`src/rtl/ipc_pkg.sv`:
```
package ipc_pkg;

    typedef enum logic [3:0] {
        K_IDLE,
        K_OFFER,
        K_ACCEPT,
        K_ACCEPT_EMPTY,
        K_CPPR_SAME,
        K_CPPR_UP,
        K_CPPR_DOWN,
        K_MFRR,
        K_EOI
    } kind_t;

    localparam logic [1:0] OPC_ACCEPT = 2'd0;
    localparam logic [1:0] OPC_THRESH = 2'd1;
    localparam logic [1:0] OPC_IPIPRI = 2'd2;
    localparam logic [1:0] OPC_EOI    = 2'd3;

endpackage

```
`src/rtl/ipc_decode.sv`:
```
module ipc_decode
    import ipc_pkg::*;
#(
    parameter int PRI_W = 8,
    parameter int SRC_W = 24
) (
    input  logic             op_valid,
    input  logic [1:0]       op_code,
    input  logic [PRI_W-1:0] op_pri,
    input  logic             offer_valid,
    input  logic [SRC_W-1:0] offer_src,
    input  logic [PRI_W-1:0] cur_thresh,
    input  logic             slot_full,
    output kind_t            kind,
    output logic             offer_bounce
);

    always_comb begin
        kind = K_IDLE;
        if (op_valid) begin
            unique case (op_code)
                OPC_ACCEPT: kind = slot_full ? K_ACCEPT : K_ACCEPT_EMPTY;
                OPC_THRESH: begin
                    if (op_pri == cur_thresh)
                        kind = K_CPPR_SAME;
                    else if (op_pri > cur_thresh)
                        kind = K_CPPR_DOWN;
                    else
                        kind = K_CPPR_UP;
                end
                OPC_IPIPRI: kind = K_MFRR;
                OPC_EOI:    kind = K_EOI;
            endcase
        end else if (offer_valid && (offer_src != '0)) begin
            kind = K_OFFER;
        end
    end

    assign offer_bounce = op_valid && offer_valid && (offer_src != '0);

endmodule

```
`src/rtl/ipc_op_engine.sv`:
```
module ipc_op_engine
    import ipc_pkg::*;
#(
    parameter int PRI_W   = 8,
    parameter int SRC_W   = 24,
    parameter int IPI_SRC = 2
) (
    input  kind_t                    kind,
    input  logic [PRI_W+SRC_W-1:0]   op_data,
    input  logic                     eoi_src_active,
    input  logic [PRI_W-1:0]         cur_thresh,
    input  logic [PRI_W-1:0]         cur_ipi,
    input  logic [PRI_W-1:0]         cur_pend,
    input  logic [SRC_W-1:0]         cur_src,
    input  logic                     cur_need,
    output logic [PRI_W-1:0]         nx_thresh,
    output logic [PRI_W-1:0]         nx_ipi,
    output logic [PRI_W-1:0]         nx_pend,
    output logic [SRC_W-1:0]         nx_src,
    output logic                     clr_need,
    output logic                     fire_resend,
    output logic                     fire_rej,
    output logic [SRC_W-1:0]         rej_src,
    output logic                     fire_acc,
    output logic [PRI_W+SRC_W-1:0]   acc_word
);

    localparam int WORD_W = PRI_W + SRC_W;
    localparam logic [PRI_W-1:0] EMPTY_PRI = '1;
    localparam logic [SRC_W-1:0] IPI_NUM   = SRC_W'(IPI_SRC);

    logic [PRI_W-1:0] new_pri;
    logic [PRI_W-1:0] eoi_pri;
    logic [SRC_W-1:0] eoi_src;
    logic [PRI_W-1:0] down_val;
    logic             down_ipi;

    assign new_pri  = op_data[PRI_W-1:0];
    assign eoi_pri  = op_data[WORD_W-1 -: PRI_W];
    assign eoi_src  = op_data[SRC_W-1:0];
    assign down_val = (kind == K_EOI) ? eoi_pri : new_pri;
    assign down_ipi = (cur_ipi < down_val) && (cur_ipi <= cur_pend);

    function automatic logic real_src(input logic [SRC_W-1:0] s);
        return (s != '0) && (s != IPI_NUM);
    endfunction

    always_comb begin
        nx_thresh   = cur_thresh;
        nx_ipi      = cur_ipi;
        nx_pend     = cur_pend;
        nx_src      = cur_src;
        clr_need    = 1'b0;
        fire_resend = 1'b0;
        fire_rej    = 1'b0;
        rej_src     = '0;
        fire_acc    = 1'b0;
        acc_word    = {cur_thresh, cur_src};
        unique case (kind)
            K_ACCEPT: begin
                fire_acc  = 1'b1;
                nx_thresh = cur_pend;
                nx_pend   = EMPTY_PRI;
                nx_src    = '0;
            end
            K_ACCEPT_EMPTY: begin
                fire_acc = 1'b1;
            end
            K_CPPR_UP: begin
                nx_thresh = new_pri;
                if (new_pri <= cur_pend) begin
                    fire_rej = real_src(cur_src);
                    rej_src  = cur_src;
                    nx_pend  = EMPTY_PRI;
                    nx_src   = '0;
                end
            end
            K_CPPR_DOWN, K_EOI: begin
                nx_thresh   = down_val;
                if (down_ipi) begin
                    nx_pend = cur_ipi;
                    nx_src  = IPI_NUM;
                end
                fire_resend = cur_need;
                clr_need    = 1'b1;
                if (kind == K_EOI && eoi_src_active && real_src(eoi_src)) begin
                    fire_rej = 1'b1;
                    rej_src  = eoi_src;
                end
            end
            K_MFRR: begin
                nx_ipi = new_pri;
                if (new_pri < cur_thresh) begin
                    if (new_pri <= cur_pend) begin
                        fire_rej = real_src(cur_src);
                        rej_src  = cur_src;
                    end
                    nx_pend = new_pri;
                    nx_src  = IPI_NUM;
                end
                if ((new_pri > cur_ipi) && (new_pri > cur_thresh)) begin
                    fire_resend = cur_need;
                    clr_need    = 1'b1;
                end
            end
            K_IDLE, K_OFFER, K_CPPR_SAME: begin
            end
            default: begin
            end
        endcase
    end

endmodule

```
`src/rtl/ipc_offer_engine.sv`:
```
module ipc_offer_engine #(
    parameter int PRI_W   = 8,
    parameter int SRC_W   = 24,
    parameter int IPI_SRC = 2
) (
    input  logic             take_offer,
    input  logic             bounce,
    input  logic [SRC_W-1:0] offer_src,
    input  logic [PRI_W-1:0] offer_pri,
    input  logic [PRI_W-1:0] cur_thresh,
    input  logic [PRI_W-1:0] cur_pend,
    input  logic [SRC_W-1:0] cur_src,
    output logic             win,
    output logic             set_need,
    output logic             fire_rej,
    output logic [SRC_W-1:0] rej_src
);

    localparam logic [SRC_W-1:0] IPI_NUM = SRC_W'(IPI_SRC);

    logic better;
    assign better = (offer_pri < cur_thresh) && (offer_pri < cur_pend);

    always_comb begin
        win      = 1'b0;
        set_need = 1'b0;
        fire_rej = 1'b0;
        rej_src  = '0;
        if (bounce) begin
            set_need = 1'b1;
            fire_rej = 1'b1;
            rej_src  = offer_src;
        end else if (take_offer) begin
            if (better) begin
                win      = 1'b1;
                fire_rej = (cur_src != '0) && (cur_src != IPI_NUM);
                rej_src  = cur_src;
            end else begin
                set_need = 1'b1;
                fire_rej = 1'b1;
                rej_src  = offer_src;
            end
        end
    end

endmodule

```
`src/rtl/irq_presenter.sv`:
```
module irq_presenter
    import ipc_pkg::*;
#(
    parameter int PRI_W   = 8,
    parameter int SRC_W   = 24,
    parameter int IPI_SRC = 2
) (
    input  logic                   clk,
    input  logic                   rst,
    input  logic                   offer_valid,
    input  logic [SRC_W-1:0]       offer_src,
    input  logic [PRI_W-1:0]       offer_pri,
    input  logic                   op_valid,
    input  logic [1:0]             op_code,
    input  logic [PRI_W+SRC_W-1:0] op_data,
    input  logic                   eoi_src_active,
    output logic                   irq_out,
    output logic                   acc_valid,
    output logic [PRI_W+SRC_W-1:0] acc_word,
    output logic                   op_rej_valid,
    output logic [SRC_W-1:0]       op_rej_src,
    output logic                   ofr_rej_valid,
    output logic [SRC_W-1:0]       ofr_rej_src,
    output logic                   resend_req
);

    localparam int WORD_W = PRI_W + SRC_W;
    localparam logic [PRI_W-1:0] EMPTY_PRI = '1;
    localparam logic [SRC_W-1:0] IPI_NUM   = SRC_W'(IPI_SRC);

    logic [PRI_W-1:0] thresh_q, ipi_q, pend_q;
    logic [SRC_W-1:0] src_q;
    logic             need_q;

    kind_t            kind;
    logic             bounce;

    logic [PRI_W-1:0] e_thresh, e_ipi, e_pend;
    logic [SRC_W-1:0] e_src;
    logic             e_clr_need, e_resend, e_rej, e_acc;
    logic [SRC_W-1:0] e_rej_src;
    logic [WORD_W-1:0] e_acc_word;

    logic             o_win, o_set_need, o_rej;
    logic [SRC_W-1:0] o_rej_src;

    logic [PRI_W-1:0] n_pend;
    logic [SRC_W-1:0] n_src;
    logic             n_need;

    ipc_decode #(.PRI_W(PRI_W), .SRC_W(SRC_W)) u_decode (
        .op_valid     (op_valid),
        .op_code      (op_code),
        .op_pri       (op_data[PRI_W-1:0]),
        .offer_valid  (offer_valid),
        .offer_src    (offer_src),
        .cur_thresh   (thresh_q),
        .slot_full    (src_q != '0),
        .kind         (kind),
        .offer_bounce (bounce)
    );

    ipc_op_engine #(.PRI_W(PRI_W), .SRC_W(SRC_W), .IPI_SRC(IPI_SRC)) u_op (
        .kind           (kind),
        .op_data        (op_data),
        .eoi_src_active (eoi_src_active),
        .cur_thresh     (thresh_q),
        .cur_ipi        (ipi_q),
        .cur_pend       (pend_q),
        .cur_src        (src_q),
        .cur_need       (need_q),
        .nx_thresh      (e_thresh),
        .nx_ipi         (e_ipi),
        .nx_pend        (e_pend),
        .nx_src         (e_src),
        .clr_need       (e_clr_need),
        .fire_resend    (e_resend),
        .fire_rej       (e_rej),
        .rej_src        (e_rej_src),
        .fire_acc       (e_acc),
        .acc_word       (e_acc_word)
    );

    ipc_offer_engine #(.PRI_W(PRI_W), .SRC_W(SRC_W), .IPI_SRC(IPI_SRC)) u_offer (
        .take_offer (kind == K_OFFER),
        .bounce     (bounce),
        .offer_src  (offer_src),
        .offer_pri  (offer_pri),
        .cur_thresh (thresh_q),
        .cur_pend   (pend_q),
        .cur_src    (src_q),
        .win        (o_win),
        .set_need   (o_set_need),
        .fire_rej   (o_rej),
        .rej_src    (o_rej_src)
    );

    always_comb begin
        n_pend = o_win ? offer_pri : e_pend;
        n_src  = o_win ? offer_src : e_src;
        n_need = (need_q && !e_clr_need) || o_set_need;
    end

    always_ff @(posedge clk) begin
        if (rst) begin
            thresh_q <= '0;
            ipi_q    <= EMPTY_PRI;
            pend_q   <= EMPTY_PRI;
            src_q    <= '0;
            need_q   <= 1'b0;
        end else begin
            thresh_q <= e_thresh;
            ipi_q    <= e_ipi;
            pend_q   <= n_pend;
            src_q    <= n_src;
            need_q   <= n_need;
        end
    end

    always_ff @(posedge clk) begin
        if (rst) begin
            acc_valid     <= 1'b0;
            acc_word      <= '0;
            op_rej_valid  <= 1'b0;
            op_rej_src    <= '0;
            ofr_rej_valid <= 1'b0;
            ofr_rej_src   <= '0;
            resend_req    <= 1'b0;
        end else begin
            acc_valid     <= e_acc;
            acc_word      <= e_acc ? e_acc_word : '0;
            op_rej_valid  <= e_rej;
            op_rej_src    <= e_rej ? e_rej_src : '0;
            ofr_rej_valid <= o_rej;
            ofr_rej_src   <= o_rej ? o_rej_src : '0;
            resend_req    <= e_resend;
        end
    end

    assign irq_out = (src_q != '0) && (pend_q < thresh_q);

    // an occupied slot never carries the empty priority, and vice versa
    a_r2_slot_pair: assert property (@(posedge clk) disable iff (rst)
        (src_q == '0) == (pend_q == EMPTY_PRI));

    // an accept of an occupied slot moves its priority into the threshold
    a_r3_accept_take: assert property (@(posedge clk) disable iff (rst)
        (kind == K_ACCEPT) |=> (thresh_q == $past(pend_q)) && (src_q == '0));

    // an equal threshold write leaves every register unchanged
    a_r6_same_stable: assert property (@(posedge clk) disable iff (rst)
        (kind == K_CPPR_SAME && !offer_valid) |=>
            $stable(thresh_q) && $stable(pend_q) && $stable(src_q) && $stable(need_q));

    // a more urgent IPI write leaves the IPI in the slot
    a_r4_ipi_in_slot: assert property (@(posedge clk) disable iff (rst)
        (kind == K_MFRR && op_data[PRI_W-1:0] < thresh_q) |=>
            (src_q == IPI_NUM) && (pend_q == ipi_q));

    // operation rejects never carry 0 or the IPI number
    a_r11_op_rej_real: assert property (@(posedge clk) disable iff (rst)
        op_rej_valid |-> (op_rej_src != '0) && (op_rej_src != IPI_NUM));

    // offer rejects never carry source 0
    a_r11_ofr_rej_real: assert property (@(posedge clk) disable iff (rst)
        ofr_rej_valid |-> (ofr_rej_src != '0));

    // a colliding offer is always returned
    a_r10_bounce_return: assert property (@(posedge clk) disable iff (rst)
        (op_valid && offer_valid && offer_src != '0) |=>
            ofr_rej_valid && (ofr_rej_src == $past(offer_src)));

endmodule

```
`config.mk`:
```
export PLATFORM = sky130hd
export DESIGN_NAME = irq_presenter
export DESIGN_NICKNAME = d
export VERILOG_FILES = /design/src/rtl/ipc_pkg.sv /design/src/rtl/ipc_decode.sv /design/src/rtl/ipc_op_engine.sv /design/src/rtl/ipc_offer_engine.sv /design/src/rtl/irq_presenter.sv
export SDC_FILE = /design/constraint.sdc
export NUM_CORES = 1
export LEC_CHECK = 0
export ABC_AREA = 1
export BUFFER_PORTS_ARGS = -buffer_cell sky130_fd_sc_hd__clkbuf_2
export CORE_UTILIZATION = 49
export DETAILED_ROUTE_END_ITERATION = 10
export HOLD_SLACK_MARGIN = 0.03
export PLACE_DENSITY = 0.78
export SLEW_MARGIN = 10
export SYNTH_ARGS = -nofsm -noshare
export SYNTH_HDL_FRONTEND = slang
export SYNTH_SLANG_ARGS = --single-unit
```
`constraint.sdc`:
```
create_clock -name clk -period 3.47 [get_ports clk]
set_input_delay 1.041 -clock clk [delete_from_list [all_inputs] [get_ports clk]]
set_output_delay 1.041 -clock clk [all_outputs]
set_load 0.005 [all_outputs]
```
==> flow_summary.json <==
{
  "boundaryPins": 156,
  "syn_area_um2": 6770,
  "vias": 7035,
  "cts_hold_buf": 0,
  "use_met2_pct": 46.0,
  "violations": "negative setup slack",
  "avgSynthCellArea_um2": 7.56,
  "die_h_um": 120,
  "clkSinkCount": 133,
  "antenna_found_initial": 0,
  "min_to": "src_q[10]$_SDFFE_PP0P_",
  "top_usage_layer": "met2",
  "ant_nets": 0,
  "core_area_um2": 13300,
  "wire_per_inst_um": 16.0,
  "clock.fmax_mhz": 284,
  "cp_top_family": "simple AND/OR/NAND/NOR gates",
  "synth_mux_area_share_pct": 0.444,
  "p_total_mw": 4.70,
  "worstHoldPathCells": 2,
  "synth_top_family_by_area": "simple AND/OR/NAND/NOR gates",
  "yosysWarnings": 0,
  "initial_core_util_pct": 50.7,
  "layout-drive-gt1-share_pct": 32.3,
  "place_congestion": 0.921,
  "synth-xor-area-share_pct": 0,
  "crit_buf_inv": 2,
  "min_path_type": "flip-flop to flip-flop",
  "crit_slowest_cell": "ha_1",
  "relSlewSlack_pct": 68.7,
  "synth_cells": 895,
  "portBuffers": 155,
  "die_area_um2": 14300,
  "nets": 1265,
  "detail_route.iter0.violations": 509,
  "cts_buffers": 17,
  "fin_area_um2": 9360,
  "r2r_end": "src_q[14]$_SDFFE_PP0P_",
  "worstSkewPairLatency_ns": 0.42,
  "clkTransAtPathRegs_ns": 0.06,
  "synth_compound_area_share_pct": 15.6,
  "startpoint_type": "input pin",
  "ys_ff_latch": 133,
  "synth_cell_type_count": 45,
  "irDropWorstVdd_uv": 319,
  "clock_path_buffers": 2,
  "ys_async_sr_fraction_pct": 0,
  "grt_pass1_wl_um": 32200,
  "critPathKind": "input pin to flip-flop",
  "drv_slew": 0,
  "final_cell_mix": "clkbuf_2, inv_1, dfxtp_1",
  "fin_skew_ns": 0.00994,
  "min_from": "src_q[10]$_SDFFE_PP0P_",
  "synth_flop_cell": "dfxtp_1",
  "worstPathRequired_ns": 3.77,
  "setup_viol": 22,
  "gr-usage-met3_pct": 6.56,
  "grt-ovfl-total": 0,
  "n_antenna_cell": 0,
  "arrival_ns": 3.82,
  "dp_hpwl_um": 15300,
  "crit_path_frequent_cell": "nand2_2",
  "synth-edff-count": 0,
  "r2r-start": "thresh_q[3]$_SDFFE_PP0P_",
  "fin_hold_ws_ns": 0.492,
  "crit_path_max_incr_delay_ns": 0.29,
  "cts_tree": "done",
  "crit_chain": "buf_6 > ha_4 > a21oi_2 > nor2_2 > nor2_4 > nand2_2 > nand2_2 > nand2_2 > nand2_4 > nand3_4 > nand2_2 > o21ai_2 > ha_1 > a21oi_2 > o21ai_1 > a21oi_1 > nand2_2 > nand2_2 > nand3_4 > clkbuf_16 > nand2_1 > a21oi_1",
  "max_cap_violations": 0,
  "yosysSeqAreaShare_pct": 39.3,
  "leakagePower_nw": 4.38,
  "synth.net_count": 1029,
  "yosys.area_share.adder_pct": 11.6,
  "grt_pass1_vias": 6564,
  "p_per_area_nw_per_um2": 502,
  "placedInstanceArea_um2": 8410,
  "rsz0062_at_grt": "yes",
  "wl_um": 21100,
  "grt_max_degree": 29,
  "core.rowCount": 42,
  "r2r_slack_ns": 0.20,
  "crit_fanout": 6,
  "avgViaCountPerCell": 5.33,
  "period_needed_ns": 3.52,
  "end_kind": "flip-flop",
  "clockRootBuffer": "clkbuf_16",
  "mostFrequentLayoutCell": "clkbuf_2",
  "reg2reg_depth": 21,
  "dr.pass1.iters": 5,
  "layout_setup_ws_ns": -0.0473,
  "grtUsageMet1_pct": 38.4,
  "dieWidth_um": 120,
  "htree_num_levels": 4,
  "status": "finished with violations",
  "worst_pin_slew_ns": 0.470,
  "final-hold-violation-count": 0,
  "period_share_pct": 101,
  "grt_util_all_layers_pct": 29.1,
  "drc": 0,
  "yosys.area_share.simple_pct": 22.8,
  "area_delta_synth_final_pct": 38.3
}
worst max-delay path by stage:
stage | start | to | slack (ns) | cells past startpoint
3_3_place_gp | op_data[5] | src_q[17]$_SDFFE_PP0P_ | -0.28 | 22
5_1_grt | op_data[0] | pend_q[1]$_SDFFE_PP1P_ | -0.14 | 22
4_1_cts | op_data[0] | src_q[20]$_SDFFE_PP0P_ | 0.05 | 21
2_1_floorplan | op_data[5] | pend_q[0]$_SDFFE_PP1P_ | 0.002 | 22
6_report | op_data[5] | src_q[14]$_SDFFE_PP0P_ | -0.05 | 22
3_5_place_dp | op_data[7] | src_q[14]$_SDFFE_PP0P_ | -0.40 | 20
cell usage after synthesis (2+ instances only):
cell type / n / area [µm²]
a211oi_1: 12 / 90.1
a21boi_0: 2 / 15.0
a21o_1: 2 / 15.0
a21oi_1: 67 / 335
a21oi_2: 12 / 105
a22oi_1: 4 / 30.0
a31oi_1: 4 / 25.0
buf_2: 7 / 35.0
buf_4: 2 / 15.0
buf_6: 3 / 33.8
clkbuf_1: 19 / 71.3
clkinv_1: 2 / 7.51
dfxtp_1: 133 / 2660
ha_1: 63 / 788
inv_1: 135 / 507
inv_2: 6 / 22.5
mux2i_1: 3 / 30.0
nand2_1: 147 / 552
nand2_2: 3 / 18.8
nand2_4: 2 / 22.5
nand3_1: 51 / 255
nand3_2: 2 / 20.0
nand4_1: 9 / 56.3
nor2_1: 102 / 383
nor2_2: 8 / 50.1
nor2_4: 2 / 22.5
nor3_1: 7 / 35.0
nor4_1: 4 / 25.0
o211ai_1: 8 / 60.1
o21ai_0: 23 / 115
o221ai_1: 2 / 17.5
o22ai_1: 34 / 213
or2_2: 3 / 18.8
state kept, by name, summed over array words and instances (netlist names), 8 cells and up:
register / count
acc_word: 32
ipi_q: 8
ofr_rej_src: 24
op_rej_src: 24
pend_q: 8
src_q: 24
thresh_q: 8
through the flow:
step	cells	setup slack [ns]	utilization [%]	TNS [ns]
2_1_floorplan	895	0.00153	-	0
3_3_place_gp	1282	-0.280	63.0	-8.72
3_5_place_dp	1282	-0.401	63.0	-12.19
4_1_cts	1313	0.0533	67.7	0
5_1_grt	1319	-0.140	70.1	-3.08
6_report	1319	-0.0473	70.1	-0.417
routing by layer:
layer / part of all wire, % / routed length [µm]
met5: 0 / 0
met4: 2.8 / 582
met3: 7.4 / 1570
met2: 46 / 9750
met1: 43 / 9150
final cells by class:
type                    count  area [µm²]
well taps                 176         220
clock buffers              20         457
repair buffers            247        1590
flip-flops and latches    133        2660
multi-input cells         589        3720
fillers                  1034        3990
clock inverters            11         173
inverters                 143         539
kinds of logic (layout without fill, tap and decap cells):
logic type,count (synthesis),after routing
DFF,133,133
adders and majority gates,63,63
muxes,3,3
and+or+nand+nor,348,349
AOI/OAI and AO/OA,174,174
buffers and inverters,174,421
tightest hold or removal path: cells and delay by family (launching register included):
family / cells / cell delay, ns
compound gates: 1 / 0.05
simple gates: 1 / 0.07
flops: 1 / 0.32
power breakdown:
group / total, mW / internal, mW / switching, mW / leakage, nW
Sequential: 1.65 / 1.60 / 0.0555 / 1.08
Combinational: 1.10 / 0.452 / 0.645 / 2.99
Clock: 1.95 / 1.24 / 0.705 / 0.313
what timing repair did:
item | CTS | global route
setup endpoints to repair | 0 | 32
gates resized for setup | 0 | 69
setup buffers | 0 | 3
(Power assumes the default switching activity.)
